## src/rtl/pec_pkg.sv

```systemverilog
package pec_pkg;

    typedef enum logic [1:0] {
        FLT_FAST     = 2'b00,
        FLT_MID      = 2'b01,
        FLT_SLOW     = 2'b10,
        FLT_SLOW_ALT = 2'b11
    } flt_sel_e;

    typedef enum logic [1:0] {
        EDGE_RISE     = 2'b00,
        EDGE_FALL     = 2'b01,
        EDGE_BOTH     = 2'b10,
        EDGE_BOTH_ALT = 2'b11
    } edge_mode_e;

    // Filtered level together with its edge qualifiers
    typedef struct packed {
        logic level;
        logic rise;
        logic fall;
    } lvl_evt_t;

    function automatic logic edge_hit(edge_mode_e mode, logic rise, logic fall);
        logic hit;
        case (mode)
            EDGE_RISE: hit = rise;
            EDGE_FALL: hit = fall;
            default:   hit = rise | fall;
        endcase
        return hit;
    endfunction

endpackage

```

## src/rtl/pec_sync.sv

```systemverilog
module pec_sync #(
    parameter int STAGES = 2
) (
    input  logic clk,
    input  logic rst,
    input  logic din,
    output logic dout
);
    logic [STAGES-1:0] chain;

    always_ff @(posedge clk) begin
        if (rst) chain <= '0;
        else     chain <= {chain[STAGES-2:0], din};
    end

    assign dout = chain[STAGES-1];

    initial begin
        if (STAGES < 2) $error("pec_sync needs at least two stages");
    end
endmodule

```

## src/rtl/pec_tick_gen.sv

```systemverilog
module pec_tick_gen
    import pec_pkg::*;
#(
    parameter int MID_DIV  = 32,
    parameter int SLOW_DIV = 128
) (
    input  logic     clk,
    input  logic     rst,
    input  flt_sel_e sel,
    output logic     tick
);
    localparam int CNT_W = (SLOW_DIV > 2) ? $clog2(SLOW_DIV) : 1;
    localparam logic [CNT_W-1:0] MID_LIM  = CNT_W'(MID_DIV - 1);
    localparam logic [CNT_W-1:0] SLOW_LIM = CNT_W'(SLOW_DIV - 1);

    logic [CNT_W-1:0] cnt;
    logic [CNT_W-1:0] lim;

    always_comb begin
        case (sel)
            FLT_FAST: lim = '0;
            FLT_MID:  lim = MID_LIM;
            default:  lim = SLOW_LIM;
        endcase
    end

    assign tick = (cnt >= lim);

    always_ff @(posedge clk) begin
        if (rst)       cnt <= '0;
        else if (tick) cnt <= '0;
        else           cnt <= cnt + 1'b1;
    end

    // the fastest setting samples every cycle
    a_r2_fast_tick: assert property (@(posedge clk) disable iff (rst)
        (sel == FLT_FAST && $past(sel) == FLT_FAST && !$past(rst)) |-> (tick && $past(tick)));

    initial begin
        if (MID_DIV < 2 || SLOW_DIV < MID_DIV)
            $error("pec_tick_gen divider parameters out of order");
    end
endmodule

```

## src/rtl/pec_glitch_filter.sv

```systemverilog
module pec_glitch_filter
    import pec_pkg::*;
(
    input  logic     clk,
    input  logic     rst,
    input  logic     tick,
    input  logic     din,
    output lvl_evt_t lvl
);
    logic smp;
    logic level;
    logic level_d;

    always_ff @(posedge clk) begin
        if (rst) begin
            smp   <= 1'b0;
            level <= 1'b0;
        end else if (tick) begin
            smp <= din;
            if (din == smp && din != level) level <= din;
        end
    end

    always_ff @(posedge clk) begin
        if (rst) level_d <= 1'b0;
        else     level_d <= level;
    end

    assign lvl.level = level;
    assign lvl.rise  = level & ~level_d;
    assign lvl.fall  = ~level & level_d;

    // level only moves on a sample that agrees with the one before
    a_r5_change_on_tick: assert property (@(posedge clk) disable iff (rst)
        (level != $past(level)) |-> $past(tick));
    a_r5_two_agree: assert property (@(posedge clk) disable iff (rst)
        (level != $past(level)) |-> ($past(din) == $past(smp)));
    // filtered edges are never adjacent
    a_r9_edge_spacing: assert property (@(posedge clk) disable iff (rst)
        (lvl.rise || lvl.fall) |=> !(lvl.rise || lvl.fall));
endmodule

```

## src/rtl/pec_edge_flag.sv

```systemverilog
module pec_edge_flag
    import pec_pkg::*;
(
    input  logic       clk,
    input  logic       rst,
    input  logic       enable,
    input  edge_mode_e mode,
    input  logic       clr,
    input  lvl_evt_t   lvl,
    output logic       event_o,
    output logic       flag
);
    assign event_o = enable & edge_hit(mode, lvl.rise, lvl.fall);

    always_ff @(posedge clk) begin
        if (rst)          flag <= 1'b0;
        else if (event_o) flag <= 1'b1;
        else if (clr)     flag <= 1'b0;
    end

    // one cycle per edge
    a_r9_single_cycle: assert property (@(posedge clk) disable iff (rst)
        event_o |=> !event_o);
    // gated when disabled
    a_r12_disabled_quiet: assert property (@(posedge clk) disable iff (rst)
        !enable |-> !event_o);
    // rising mode only fires with the level high
    a_r6_rise_only: assert property (@(posedge clk) disable iff (rst)
        (mode == EDGE_RISE && event_o) |-> lvl.level);
    // falling mode only fires with the level low
    a_r7_fall_only: assert property (@(posedge clk) disable iff (rst)
        (mode == EDGE_FALL && event_o) |-> !lvl.level);
    // sticky until cleared
    a_r10_sticky: assert property (@(posedge clk) disable iff (rst)
        (flag && !clr) |=> flag);
    a_r10_clear: assert property (@(posedge clk) disable iff (rst)
        (clr && !event_o) |=> !flag);
    // set beats clear
    a_r11_set_wins: assert property (@(posedge clk) disable iff (rst)
        event_o |=> flag);
endmodule

```

## src/rtl/pin_event_conditioner.sv

```systemverilog
module pin_event_conditioner
    import pec_pkg::*;
#(
    parameter int SYNC_STAGES = 2,
    parameter int MID_DIV     = 32,
    parameter int SLOW_DIV    = 128
) (
    input  logic       clk,
    input  logic       rst,
    input  logic       pin_raw,
    input  logic [1:0] flt_sel,
    input  logic [1:0] edge_mode,
    input  logic       enable,
    input  logic       flag_clr,
    output logic       level_out,
    output logic       event_pulse,
    output logic       irq_flag
);
    logic     pin_sync;
    logic     tick;
    lvl_evt_t lvl;

    pec_sync #(.STAGES(SYNC_STAGES)) u_sync (
        .clk  (clk),
        .rst  (rst),
        .din  (pin_raw),
        .dout (pin_sync)
    );

    pec_tick_gen #(.MID_DIV(MID_DIV), .SLOW_DIV(SLOW_DIV)) u_tick (
        .clk  (clk),
        .rst  (rst),
        .sel  (flt_sel_e'(flt_sel)),
        .tick (tick)
    );

    pec_glitch_filter u_filt (
        .clk  (clk),
        .rst  (rst),
        .tick (tick),
        .din  (pin_sync),
        .lvl  (lvl)
    );

    pec_edge_flag u_flag (
        .clk     (clk),
        .rst     (rst),
        .enable  (enable),
        .mode    (edge_mode_e'(edge_mode)),
        .clr     (flag_clr),
        .lvl     (lvl),
        .event_o (event_pulse),
        .flag    (irq_flag)
    );

    assign level_out = lvl.level;

    // quiet outputs in the cycle after reset
    a_r1_reset_quiet: assert property (@(posedge clk)
        $past(rst) |-> (!level_out && !event_pulse && !irq_flag));
endmodule

```

## config.mk

```make
export PLATFORM = sky130hd
export DESIGN_NAME = pin_event_conditioner
export DESIGN_NICKNAME = d
export VERILOG_FILES = /design/src/rtl/pec_pkg.sv /design/src/rtl/pec_sync.sv /design/src/rtl/pec_tick_gen.sv /design/src/rtl/pec_glitch_filter.sv /design/src/rtl/pec_edge_flag.sv /design/src/rtl/pin_event_conditioner.sv
export SDC_FILE = /design/constraint.sdc
export NUM_CORES = 1
export LEC_CHECK = 0
export ABC_AREA = 1
export BUFFER_PORTS_ARGS = -buffer_cell sky130_fd_sc_hd__buf_2
export CORE_MARGIN = 3
export CORE_UTILIZATION = 40
export CTS_BUF_LIST = sky130_fd_sc_hd__clkbuf_2 sky130_fd_sc_hd__clkbuf_4 sky130_fd_sc_hd__clkbuf_8
export DETAILED_ROUTE_END_ITERATION = 12
export SLEW_MARGIN = 30
export SYNTH_ARGS = -nofsm -noshare
export SYNTH_HDL_FRONTEND = slang
export SYNTH_HIERARCHICAL = 1
export SYNTH_SLANG_ARGS = --single-unit
```

## constraint.sdc

```tcl
create_clock -name clk -period 3.5 [get_ports clk]
set_input_delay 0.35 -clock clk [delete_from_list [all_inputs] [get_ports clk]]
set_output_delay 0.35 -clock clk [all_outputs]
set_load 0.01 [all_outputs]
```

==> metrics.yaml <==
outcome: "finished, final reports clean"
layout.nets: 127
syn2layout_area_growth_pct: 14.6
cts_hold_buf: 0
maxSlewHeadroom: 0.874
start_util: 0.459
antennaDiodeCount: 0
die_h_microns: 49.0
ys_ff_latch: 13
wl_per_cell_microns: 8.73
arrival_ns: 1.19
clock_path_buffers: 2
p_per_area_nw_per_um2: 337
cts_root_buffer: "clkbuf_4"
worstPathMaxFanout: 5
track_usage: 0.119
met3_wirelength_microns: 51
worstSetupStartpointType: "flip-flop"
slew_viol_final: 0
hold_viol_final: 0
utilization: 0.526
grt_antenna_before_repair: 0
post-route-drc-count: 0
syn_avg_cell_area_sq_um: 7.55
io_buffer_count: 11
clk-insertion-delay-late_ns: 0.27
drv_cap: 0
min_period_over_period: 0.439
synth.distinct_cells: 21
cts_tree: "yes"
synthCells: 98
crit_path_end_kind: "primary output"
worst_pin_slew_ns: 0.189
viasPerCell: 4.29
peakVddDrop_mv: 0.255
grt-ovfl-total: 0
grt_start_max_net_pins: 8
grt_pass1_vias: 524
fin_ws_ns: 1.96
row_count: 14
leakagePower_uw: 0.000417
min_path_type: "in -> reg"
timing.final.crit_period_ns: 1.54
drtIter0Drc: 4
crit_required_ns: 3.15
dieArea_sq_um: 2400
cts_buffers: 3
hold_slack_ns: 0.277
vias: 583
p_total_uw: 285
synth.largest_area_cell: "dfxtp_1"
routed_wl_microns: 1190
top_layer: "met3"
setup_tns_ns: 0
postCtsSetupBuffers: 0
drt-pass1-iter-count: 5
yosysTopAreaCellShare: 0.352
syn-num-nets: 112
drive_above_1_share: 0.295
die_x_microns: 49.0
cts_resized: 0
clk_pin_slew_ns: 0.08
ys_seq_area_frac: 0.352
ant_nets: 0
syn_area_sq_um: 739
wl_met2_microns: 567
setup_viol: 0
hpwl_microns: 982
routabilityCongestion: 0.876
yosys_warnings: 6
grt_pass1_wl_microns: 2180
crit_type: "reg -> out"
cts_sinks: 13
yosys-top-cells-area: "dfxtp_1 35%, nand2_1 11%, ha_1 8.5%"
cts-htree-levels: 1
skew_ns: 0.00388
num_io_pins: 12
fmax_ghz: 0.651
m1WireLength_microns: 568
core_sq_um: 1610
rsz0062_at_grt: "false"
pre_cts_ws_ns: 1.74
==> cell usage after synthesis (all sizes together) <==
master,count
o21ai,3
nand3,6
xor2,3
a21oi,3
buf,1
nor2,19
o21bai,1
xnor2,2
inv,18
dfxtp,13
nor3b,1
nand2,23
ha,5
==> critical path, stage by stage, from the launching register on <==
cell     delay (ns)
dfxtp_1        0.41
inv_1          0.08
nor2_1         0.08
nand2_1        0.06
nand2_1        0.07
nand2_2        0.06
inv_1          0.04
buf_2          0.12
==> final cells by class <==
cell class / instances / area (sq um)
Tap cell: 24 / 30.0
Timing Repair Buffer: 11 / 55.1
Inverter: 18 / 67.6
Clock buffer: 4 / 30.0
Fill cell: 164 / 764
Sequential cell: 13 / 260
Multi-Input combinational cell: 66 / 404
==> layer usage <==
layer / track usage / up-vias
li1: - / 324
met1: 0.147 / 249
met2: 0.179 / 10
met3: 0.0550 / 0
met4: 0.0427 / 0
met5: 0 / -
==> flip-flops by register name, indices dropped and copies added, names as in the netlist <==
signal and flops:
u_filt/level 1, u_filt/level_d 1, u_filt/smp 1, u_flag/flag 1, u_sync/chain 2, u_tick/cnt 7
==> where the power goes <==
| group | total, uW | switching, uW | internal [uW] |
|---|---|---|---|
| Sequential | 157 | 4.40 | 152 |
| Clock | 97.5 | 45.5 | 51.9 |
| Combinational | 31.3 | 17.7 | 13.6 |
| Total | 285 | 67.6 | 218 |
==> cell usage in the layout, fill, tap and decap left out, drive strengths merged <==
cell type	instances
buf	11
xor2	3
inv	18
xnor2	2
ha	5
nand2	23
nand3	6
o21bai	1
o21ai	3
clkbuf	4
dfxtp	13
nor2	19
nor3b	1
a21oi	3
==> path summary, 6_finish.rpt <==
| check | end | slack, ns | cells after the start | start |
|---|---|---|---|---|
| max | event_pulse | 1.96 | 7 | u_filt/level$_SDFFE_PP0P_ |
| min | u_sync/chain[0]$_SDFF_PP0_ | 0.28 | 3 | pin_raw |
| max reg2reg | u_filt/smp$_SDFFE_PP0P_ | 1.97 | 9 | u_tick/cnt[6]$_SDFF_PP0_ |
| min reg2reg | u_sync/chain[1]$_SDFF_PP0_ | 0.41 | 2 | u_sync/chain[0]$_SDFF_PP0_ |
==> through the flow <==
step,area [sq um],instances
after global routing,847,136
after global placement,817,132
after CTS,847,136
after floorplan,739,98
final,847,136
after detailed placement,817,132
==> cell families after synthesis <==
logic type      share of synthesized area
fa+ha+maj                          0.0846
flops                               0.352
simple gates                        0.342
buf+inv                             0.102
compound gates                     0.0609
xor+xnor                           0.0592
Note: power is estimated with default switching activity, not from simulation.
